**src/rtl/tl_pkg.sv**
```systemverilog
package tl_pkg;

  typedef enum logic [1:0] {
    PH_GO      = 2'd0,
    PH_FLASH   = 2'd1,
    PH_CAUTION = 2'd2
  } phase_e;

  typedef enum logic {
    DIR_EW = 1'b0,
    DIR_NS = 1'b1
  } dir_e;

  typedef struct packed {
    logic red;
    logic amber;
    logic go;
  } lamp_t;

  localparam lamp_t LAMP_DARK  = '{red: 1'b0, amber: 1'b0, go: 1'b0};
  localparam lamp_t LAMP_RED   = '{red: 1'b1, amber: 1'b0, go: 1'b0};
  localparam lamp_t LAMP_AMBER = '{red: 1'b0, amber: 1'b1, go: 1'b0};
  localparam lamp_t LAMP_GO    = '{red: 1'b0, amber: 1'b0, go: 1'b1};

endpackage

```
**src/rtl/tl_reset_sync.sv**
```systemverilog
module tl_reset_sync #(
  parameter int STAGES = 2
) (
  input  logic clk,
  input  logic rst_n,
  output logic rst_sync_n
);

  logic [STAGES-1:0] chain_q;

  always_ff @(posedge clk or negedge rst_n) begin
    if (!rst_n) begin
      chain_q <= '0;
    end else begin
      chain_q <= {chain_q[STAGES-2:0], 1'b1};
    end
  end

  assign rst_sync_n = chain_q[STAGES-1];

endmodule

```
**src/rtl/tl_phase_seq.sv**
```systemverilog
module tl_phase_seq
  import tl_pkg::*;
#(
  parameter int GO_CYC      = 7,
  parameter int FLASH_CYC   = 4,
  parameter int CAUTION_CYC = 3,
  parameter int CNT_W       = 3
) (
  input  logic             clk,
  input  logic             rst_n,
  input  logic             step_en,
  output phase_e           phase_d,
  output dir_e             dir_d,
  output logic [CNT_W-1:0] cnt_d
);

  localparam logic [CNT_W-1:0] GO_LAST      = CNT_W'(GO_CYC - 1);
  localparam logic [CNT_W-1:0] FLASH_LAST   = CNT_W'(FLASH_CYC - 1);
  localparam logic [CNT_W-1:0] CAUTION_LAST = CNT_W'(CAUTION_CYC - 1);

  phase_e           phase_q;
  dir_e             dir_q;
  logic [CNT_W-1:0] cnt_q;
  logic [CNT_W-1:0] last_cnt;
  logic             at_last;

  // Length of the current phase.
  always_comb begin
    unique case (phase_q)
      PH_GO:      last_cnt = GO_LAST;
      PH_FLASH:   last_cnt = FLASH_LAST;
      PH_CAUTION: last_cnt = CAUTION_LAST;
      default:    last_cnt = '0;
    endcase
  end

  assign at_last = (cnt_q == last_cnt);

  // Next-state process.
  always_comb begin
    phase_d = phase_q;
    dir_d   = dir_q;
    cnt_d   = cnt_q;
    if (step_en) begin
      if (at_last) begin
        cnt_d = '0;
        unique case (phase_q)
          PH_GO:      phase_d = PH_FLASH;
          PH_FLASH:   phase_d = PH_CAUTION;
          PH_CAUTION: begin
            phase_d = PH_GO;
            dir_d   = (dir_q == DIR_EW) ? DIR_NS : DIR_EW;
          end
          default: begin
            phase_d = PH_GO;
            dir_d   = DIR_EW;
          end
        endcase
      end else begin
        cnt_d = cnt_q + 1'b1;
      end
    end
  end

  // Register process.
  always_ff @(posedge clk or negedge rst_n) begin
    if (!rst_n) begin
      phase_q <= PH_GO;
      dir_q   <= DIR_EW;
      cnt_q   <= '0;
    end else if (step_en) begin
      phase_q <= phase_d;
      dir_q   <= dir_d;
      cnt_q   <= cnt_d;
    end
  end

endmodule

```
**src/rtl/tl_lamp_decode.sv**
```systemverilog
module tl_lamp_decode
  import tl_pkg::*;
#(
  parameter bit OWN_DIR = 1'b0
) (
  input  phase_e phase,
  input  dir_e   dir,
  input  logic   flash_lit,
  output lamp_t  lamp
);

  always_comb begin
    lamp = LAMP_RED;
    if (dir == dir_e'(OWN_DIR)) begin
      unique case (phase)
        PH_GO:      lamp = LAMP_GO;
        PH_FLASH:   lamp = flash_lit ? LAMP_GO : LAMP_DARK;
        PH_CAUTION: lamp = LAMP_AMBER;
        default:    lamp = LAMP_RED;
      endcase
    end
  end

endmodule

```
**src/rtl/tl_crossing_ctrl.sv**
```systemverilog
module tl_crossing_ctrl
  import tl_pkg::*;
#(
  parameter int GO_CYC      = 7,
  parameter int FLASH_CYC   = 4,
  parameter int CAUTION_CYC = 3,
  parameter int SYNC_STAGES = 2
) (
  input  logic clk,
  input  logic rst_n,
  output logic ew_red,
  output logic ew_amber,
  output logic ew_go,
  output logic ns_red,
  output logic ns_amber,
  output logic ns_go
);

  localparam int MAX_CYC = (GO_CYC > FLASH_CYC)
                         ? ((GO_CYC > CAUTION_CYC) ? GO_CYC : CAUTION_CYC)
                         : ((FLASH_CYC > CAUTION_CYC) ? FLASH_CYC : CAUTION_CYC);
  localparam int CNT_W   = (MAX_CYC > 2) ? $clog2(MAX_CYC) : 1;
  localparam int N_DIR   = 2;

  logic             rst_sync_n;
  logic             step_en;
  phase_e           phase_d;
  dir_e             dir_d;
  logic [CNT_W-1:0] cnt_d;
  lamp_t            lamp_d [N_DIR];
  lamp_t            lamp_q [N_DIR];

  tl_reset_sync #(.STAGES(SYNC_STAGES)) u_rsync (
    .clk       (clk),
    .rst_n     (rst_n),
    .rst_sync_n(rst_sync_n)
  );

  // The sequencer steps every cycle once reset is released.
  assign step_en = 1'b1;

  tl_phase_seq #(
    .GO_CYC     (GO_CYC),
    .FLASH_CYC  (FLASH_CYC),
    .CAUTION_CYC(CAUTION_CYC),
    .CNT_W      (CNT_W)
  ) u_seq (
    .clk    (clk),
    .rst_n  (rst_sync_n),
    .step_en(step_en),
    .phase_d(phase_d),
    .dir_d  (dir_d),
    .cnt_d  (cnt_d)
  );

  // One decoder and one output register per direction. The decoder looks
  // at the next state, so each register holds the lamps of the state the
  // sequencer is now in.
  for (genvar d = 0; d < N_DIR; d++) begin : g_dir
    localparam lamp_t START = (d == 0) ? LAMP_GO : LAMP_RED;

    tl_lamp_decode #(.OWN_DIR(d[0])) u_dec (
      .phase    (phase_d),
      .dir      (dir_d),
      .flash_lit(cnt_d[0]),
      .lamp     (lamp_d[d])
    );

    always_ff @(posedge clk or negedge rst_sync_n) begin
      if (!rst_sync_n) begin
        lamp_q[d] <= START;
      end else if (step_en) begin
        lamp_q[d] <= lamp_d[d];
      end
    end
  end

  assign ew_red   = lamp_q[0].red;
  assign ew_amber = lamp_q[0].amber;
  assign ew_go    = lamp_q[0].go;
  assign ns_red   = lamp_q[1].red;
  assign ns_amber = lamp_q[1].amber;
  assign ns_go    = lamp_q[1].go;

endmodule

```
**config.mk**
```make
export PLATFORM = sky130hd
export DESIGN_NAME = tl_crossing_ctrl
export DESIGN_NICKNAME = d
export VERILOG_FILES = /design/src/rtl/tl_pkg.sv /design/src/rtl/tl_reset_sync.sv /design/src/rtl/tl_phase_seq.sv /design/src/rtl/tl_lamp_decode.sv /design/src/rtl/tl_crossing_ctrl.sv
export SDC_FILE = /design/constraint.sdc
export NUM_CORES = 1
export LEC_CHECK = 0
export ABC_CLOCK_PERIOD_IN_PS = 800
export BUFFER_PORTS_ARGS = -buffer_cell sky130_fd_sc_hd__buf_2
export CAP_MARGIN = 20
export CORE_MARGIN = 2
export CORE_UTILIZATION = 40
export DETAILED_ROUTE_END_ITERATION = 6
export GPL_TIMING_DRIVEN = 0
export PLACE_DENSITY = 0.61
export SYNTH_ARGS = -nofsm -noshare
export SYNTH_HDL_FRONTEND = slang
export SYNTH_SLANG_ARGS = --single-unit
```
**constraint.sdc**
```tcl
create_clock -name clk -period 0.8 [get_ports clk]
set_clock_uncertainty 0.1 [all_clocks]
set_input_delay 0.12 -clock clk [delete_from_list [all_inputs] [get_ports clk]]
set_output_delay 0.12 -clock clk [all_outputs]
set_load 0.01 [all_outputs]
```
; After elaboration in Yosys (flattened, before gate mapping)
; Cells that the tools add are included.
[word_totals]
regBits = 14
in_bits = 2
out_inout_bits = 6
[op_classes]
n_addsub = 1
eq_ne = 5
n_mux = 11
reduce_logical = 3
[op_table]
columns = cell, count
row1 = 3-bit one-hot mux with 3 select lines, 2
row2 = 3-bit 2-to-1 mux, 3
row3 = "2-bit by 1-bit equality test with 1-bit output, second input constant", 2
row4 = "2-bit equality test, second input constant", 2
row5 = 2-bit zero test, 2
row6 = 2-bit one-hot mux with 2 select lines, 1
row7 = "3-bit by 1-bit adder with 3-bit output, second input constant", 1
row8 = 3-bit equality test, 1
row9 = 1-bit 2-to-1 mux, 3
row10 = 2-bit 2-to-1 mux, 1
row11 = 1-bit one-hot mux with 2 select lines, 1
row12 = 2-bit OR reduction, 1

; Depth between registers and ports, before layout
[logic_depth]
ltp_word = 7
depth_mapped = 5
mapped_depth_nobuf = 4

; By module
; From an unflattened synthesis, not the netlist that was laid out.
[hier_totals]
hier_cells = 68
hier_area_um2 = 763.2
[modules_own_cells]
columns = mod, n_inst, cells_per_inst, area_each_um2, seq_area_each_um2
row1 = tl_phase_seq, 1, 48, 483.0, 150.1
row2 = tl_crossing_ctrl, 1, 7, 156.4, 152.6
row3 = tl_reset_sync, 1, 3, 53.8, 50.0
row4 = tl_lamp_decode at g_dir[0].u_dec, 1, 4, 36.3, 0.0
row5 = tl_lamp_decode at g_dir[1].u_dec, 1, 6, 33.8, 0.0

; Worst setup path after synthesis
; No wires, ideal clock.
[synth_path]
path_kind = register -> register
from = register u_seq.cnt_q[0]
to = register lamp_q, in the netlist ew_go
setup_time_ps = 92
arrival_ps = 1052
setup_slack_ps = -444
path_stages_with_launch = 5
n_path_buf = 0
path_cell_list = dfrtp_1 -> and2b_1 -> nor2_1 -> o311ai_0 -> o21ai_1
[synth_lines]
columns = element, line_no
row1 = start: declaration, tl_phase_seq.sv:23  ; logic [CNT_W-1:0] cnt_q;
row2 = start signal: assignment, tl_phase_seq.sv:74  ; cnt_q <= cnt_d;
row3 = end signal: indexed assignment, tl_crossing_ctrl.sv:73  ; lamp_q[d] <= lamp_d[d];
row4 = end: declaration, tl_crossing_ctrl.sv:31  ; lamp_t lamp_q [N_DIR];

; Worst setup path after layout
[layout_path]
from = register u_seq.phase_q[0]
to = register u_seq.cnt_q[1]
[layout_via]
elab_chain_len = 4
word_cells_on_any_way = 6
[layout_rtl]
columns = element, line_no
row1 = start: declaration, tl_phase_seq.sv:21  ; phase_e phase_q;
row2 = start signal: assignment, tl_phase_seq.sv:72  ; phase_q <= phase_d;
row3 = 2-bit equality test (tied with other cells), tl_phase_seq.sv:29  ; unique case (phase_q)
row4 = 3-bit one-hot mux with 3 select lines *, tl_phase_seq.sv:29
row5 = 3-bit equality test *, tl_phase_seq.sv:37  ; assign at_last = (cnt_q == last_cnt);
row6 = 3-bit 2-to-1 mux *, tl_phase_seq.sv:45  ; if (at_last) begin
row7 = via cnt_d[1], tl_crossing_ctrl.sv:29  ; logic [CNT_W-1:0] cnt_d;
; The timed path passes the listed nets; every way through them passes the cells marked *.

==> flow_summary_export.csv <==
group,metric,value,unit
cts,clock_sinks,14,
sta,timing.final.crit_share,1.65,
sta,fin_crit,1.32,ns
routing,route.detailed.drc,0,
grt,antenna_found_initial,0,
finish,layout_commonest_cell,"buf_4",
routing,vias,625,
cts,clk_latency,0.29,ns
cts,cts_buffers,3,
logic_synthesis,ys_seq_elements,14,
logic_synthesis,synth_area,703,um^2
sta,max_freq,759,MHz
outcome,violations,"setup timing",
routing,wire_per_inst,14.4,um
grt,grt_max_degree,13,
logic_synthesis,synthesis.nets,74,
routing,drtIter0Drc,24,
setup_path,cp.arrival,1.40,ns
sta,drv_slew,0,
cts,cts_tree,"done",
finish,register_area,357,um^2
die,die_h,45.9,um
logic_synthesis,synth_top_area_share,0.427,
routing,firstDrtPassIters,4,
finish,fillers,136,
logic_synthesis,synth_area_leaders,"dfrtp_1 43%, dfstp_2 7.5%, o21ai_0 4.3%, a21oi_1 3.6%, buf_2 2.8%",
setup_path,end_kind,"register",
die,dieArea,0.00211,mm^2
place,dp_slack,-0.531,ns
routing,via_per_inst,5.68,
grt,grt_pass1_vias,527,
logic_synthesis,seq_area_frac_synth,0.502,
die,pin_count,8,
routing,routed_wl,1590,um
setup_path,worstPathRequired,0.89,ns
finish,diodes,0,
cts,clockRootBuffer,"clkbuf_4",
sta,setup_violations,18,
setup_path,critPathKind,"register to register",
sta,rsz0062_at_grt,"true",
grt,track_usage,0.153,
setup_path,crit_fanout,5,
place,io_buffers,7,
finish,area_delta_synth_final,41.1,%
hold_path,min_path_type,"primary input to asynchronous set/reset pin",
die,die_x,45.9,um
flow_run,maxCapViolations,0,
die,num_rows,15,
logic_synthesis,yosysWarnings,0,
power,power_per_cell_area,1270,mW/mm^2
logic_synthesis,synth_cell_types,33,
place,postPlaceCellArea,772,um^2
setup_path,r2r_setup_slack,-0.52,ns
sta,finalHoldViolations,0,
place,gp_congestion,0.809,
place,dpl.hpwl,896,um
finish,nNetsFinal,97,
outcome,status,"complete, but fails checks",
finish,drive_gt1_frac,0.484,
logic_synthesis,synthCells,71,
die,start_util,0.416,
routing,ant_nets,0,
cts,clkTransAtPathRegs,0.09,ns
finish,multi_input_area,372,um^2
grt,overflow,0,
power,irDropWorstVdd,0.000754,V
sta,setup_slack,-0.517,ns
setup_path,startpoint_type,"register",
cts,clock_path_buffers,2,
finish,final_area,992,um^2
die,core_area,0.00169,mm^2
finish,final_cell_mix,"10 x buf_4, 9 x dfrtp_1, 7 x buf_6, 5 x nand2_1, 5 x buf_2",
cts,htree_levels,1,
logic_synthesis,synth_top_area_cell,"dfrtp_1",
logic_synthesis,postSynthAreaPerCell,9.90,um^2
power,leakagePower,0.442,nW
grt,grt_pass1_wl,2260,um
critical path: stages, from the launching register on:
cell,delay (ns)
dfrtp_2,0.48
xnor2_2,0.17
o31a_1,0.26
o211a_1,0.20
layout make-up:
type                    count  share of cell area
multi-input cells          48               0.375
flip-flops and latches     14               0.359
repair buffers             18               0.137
plain buffers               5              0.0530
clock buffers               4              0.0366
well taps                  17              0.0214
inverters                   4              0.0177
metal layers:
metal  global-route usage  up-vias  part of all wire
met4               0.0857        0             0.028
li1                     -      301                 -
met3               0.0357        5             0.035
met1                0.200      305              0.45
met2                0.231       14              0.49
met5                    0        -                 0
cells by family after synthesis:
group                      share of synthesized area
DFF                                            0.502
buffers and inverters                         0.0605
and+or+nand+nor                                0.151
other                                        0.00533
muxes                                         0.0160
adders and majority gates                     0.0178
xor gates and xnor gates                      0.0125
AOI/OAI and AO/OA                              0.235
flip-flops by register name, indices dropped and copies added, names as in the netlist:
signal,count
ew_amber,1
ew_go,1
ew_red,1
ns_amber,1
ns_go,1
ns_red,1
u_rsync.chain_q,2
u_seq.cnt_q,3
u_seq.dir_q,1
u_seq.phase_q,2
power by group:
group / switching, mW / internal, mW / total, mW
sequential: 0.0118 / 0.712 / 0.724
combinational: 0.00283 / 0.00491 / 0.00774
clock: 0.247 / 0.278 / 0.524
per-stage QoR:
stage / TNS [ns] / power, mW / util / hold WS, ns / instances
6_report: -7.04 / 1.26 / 0.587 / 0.0367 / 110
5_1_grt: -7.98 / 1.31 / 0.587 / 0.0312 / 110
4_1_cts: -6.94 / 1.26 / 0.539 / 0.0319 / 105
3_5_place_dp: -5.64 / 0.743 / 0.457 / -0.192 / 95
3_3_place_gp: -5.68 / 0.743 / 0.457 / -0.195 / 95
2_1_floorplan: -4.23 / 0.736 / - / -0.276 / 71
cell usage after synthesis, drive strengths merged:
| cell type | number |
|---|---|
| nor2b | 2 |
| and2 | 2 |
| o41ai | 1 |
| mux2 | 1 |
| o31a | 1 |
| o311ai | 1 |
| inv | 4 |
| buf | 5 |
| nand4b | 1 |
| dfrtp | 12 |
| xnor2 | 1 |
| a311oi | 1 |
| a211oi | 1 |
| a2bb2oi | 1 |
| a21oi | 5 |
| nand2 | 5 |
| o2bb2ai | 1 |
| o32ai | 1 |
| nor3b | 1 |
| o211a | 1 |
| o31ai | 1 |
| a32o | 1 |
| o21ai | 7 |
| nor3 | 1 |
| nor2 | 5 |
| and2b | 1 |
| conb | 1 |
| dfstp | 2 |
| nand3 | 2 |
| ha | 1 |
| a211o | 1 |
what timing repair did:
item,in CTS,in global routing
hold endpoints to repair,2,0
pin swaps,13,8
gates resized for setup,15,12
buffers inserted,5,5
setup endpoints to repair,18,18
hold buffers,1,0
final timing paths:
check | cells after the start | startpoint | end
max in group asynchronous | 0 | u_rsync.chain_q[1]$_DFF_PN0_ | u_seq.cnt_q[2]$_DFF_PN0_
worst min-delay path | 2 | rst_n | u_rsync.chain_q[0]$_DFF_PN0_
worst max-delay path | 3 | u_seq.phase_q[0]$_DFF_PN0_ | u_seq.cnt_q[1]$_DFF_PN0_
min in group clk | 0 | u_rsync.chain_q[0]$_DFF_PN0_ | u_rsync.chain_q[1]$_DFF_PN0_
worst min register to register | 0 | u_rsync.chain_q[1]$_DFF_PN0_ | u_seq.dir_q$_DFF_PN0_
worst max register to register | 3 | u_seq.phase_q[0]$_DFF_PN0_ | u_seq.cnt_q[1]$_DFF_PN0_
Note: power is estimated with default switching activity, not from simulation.
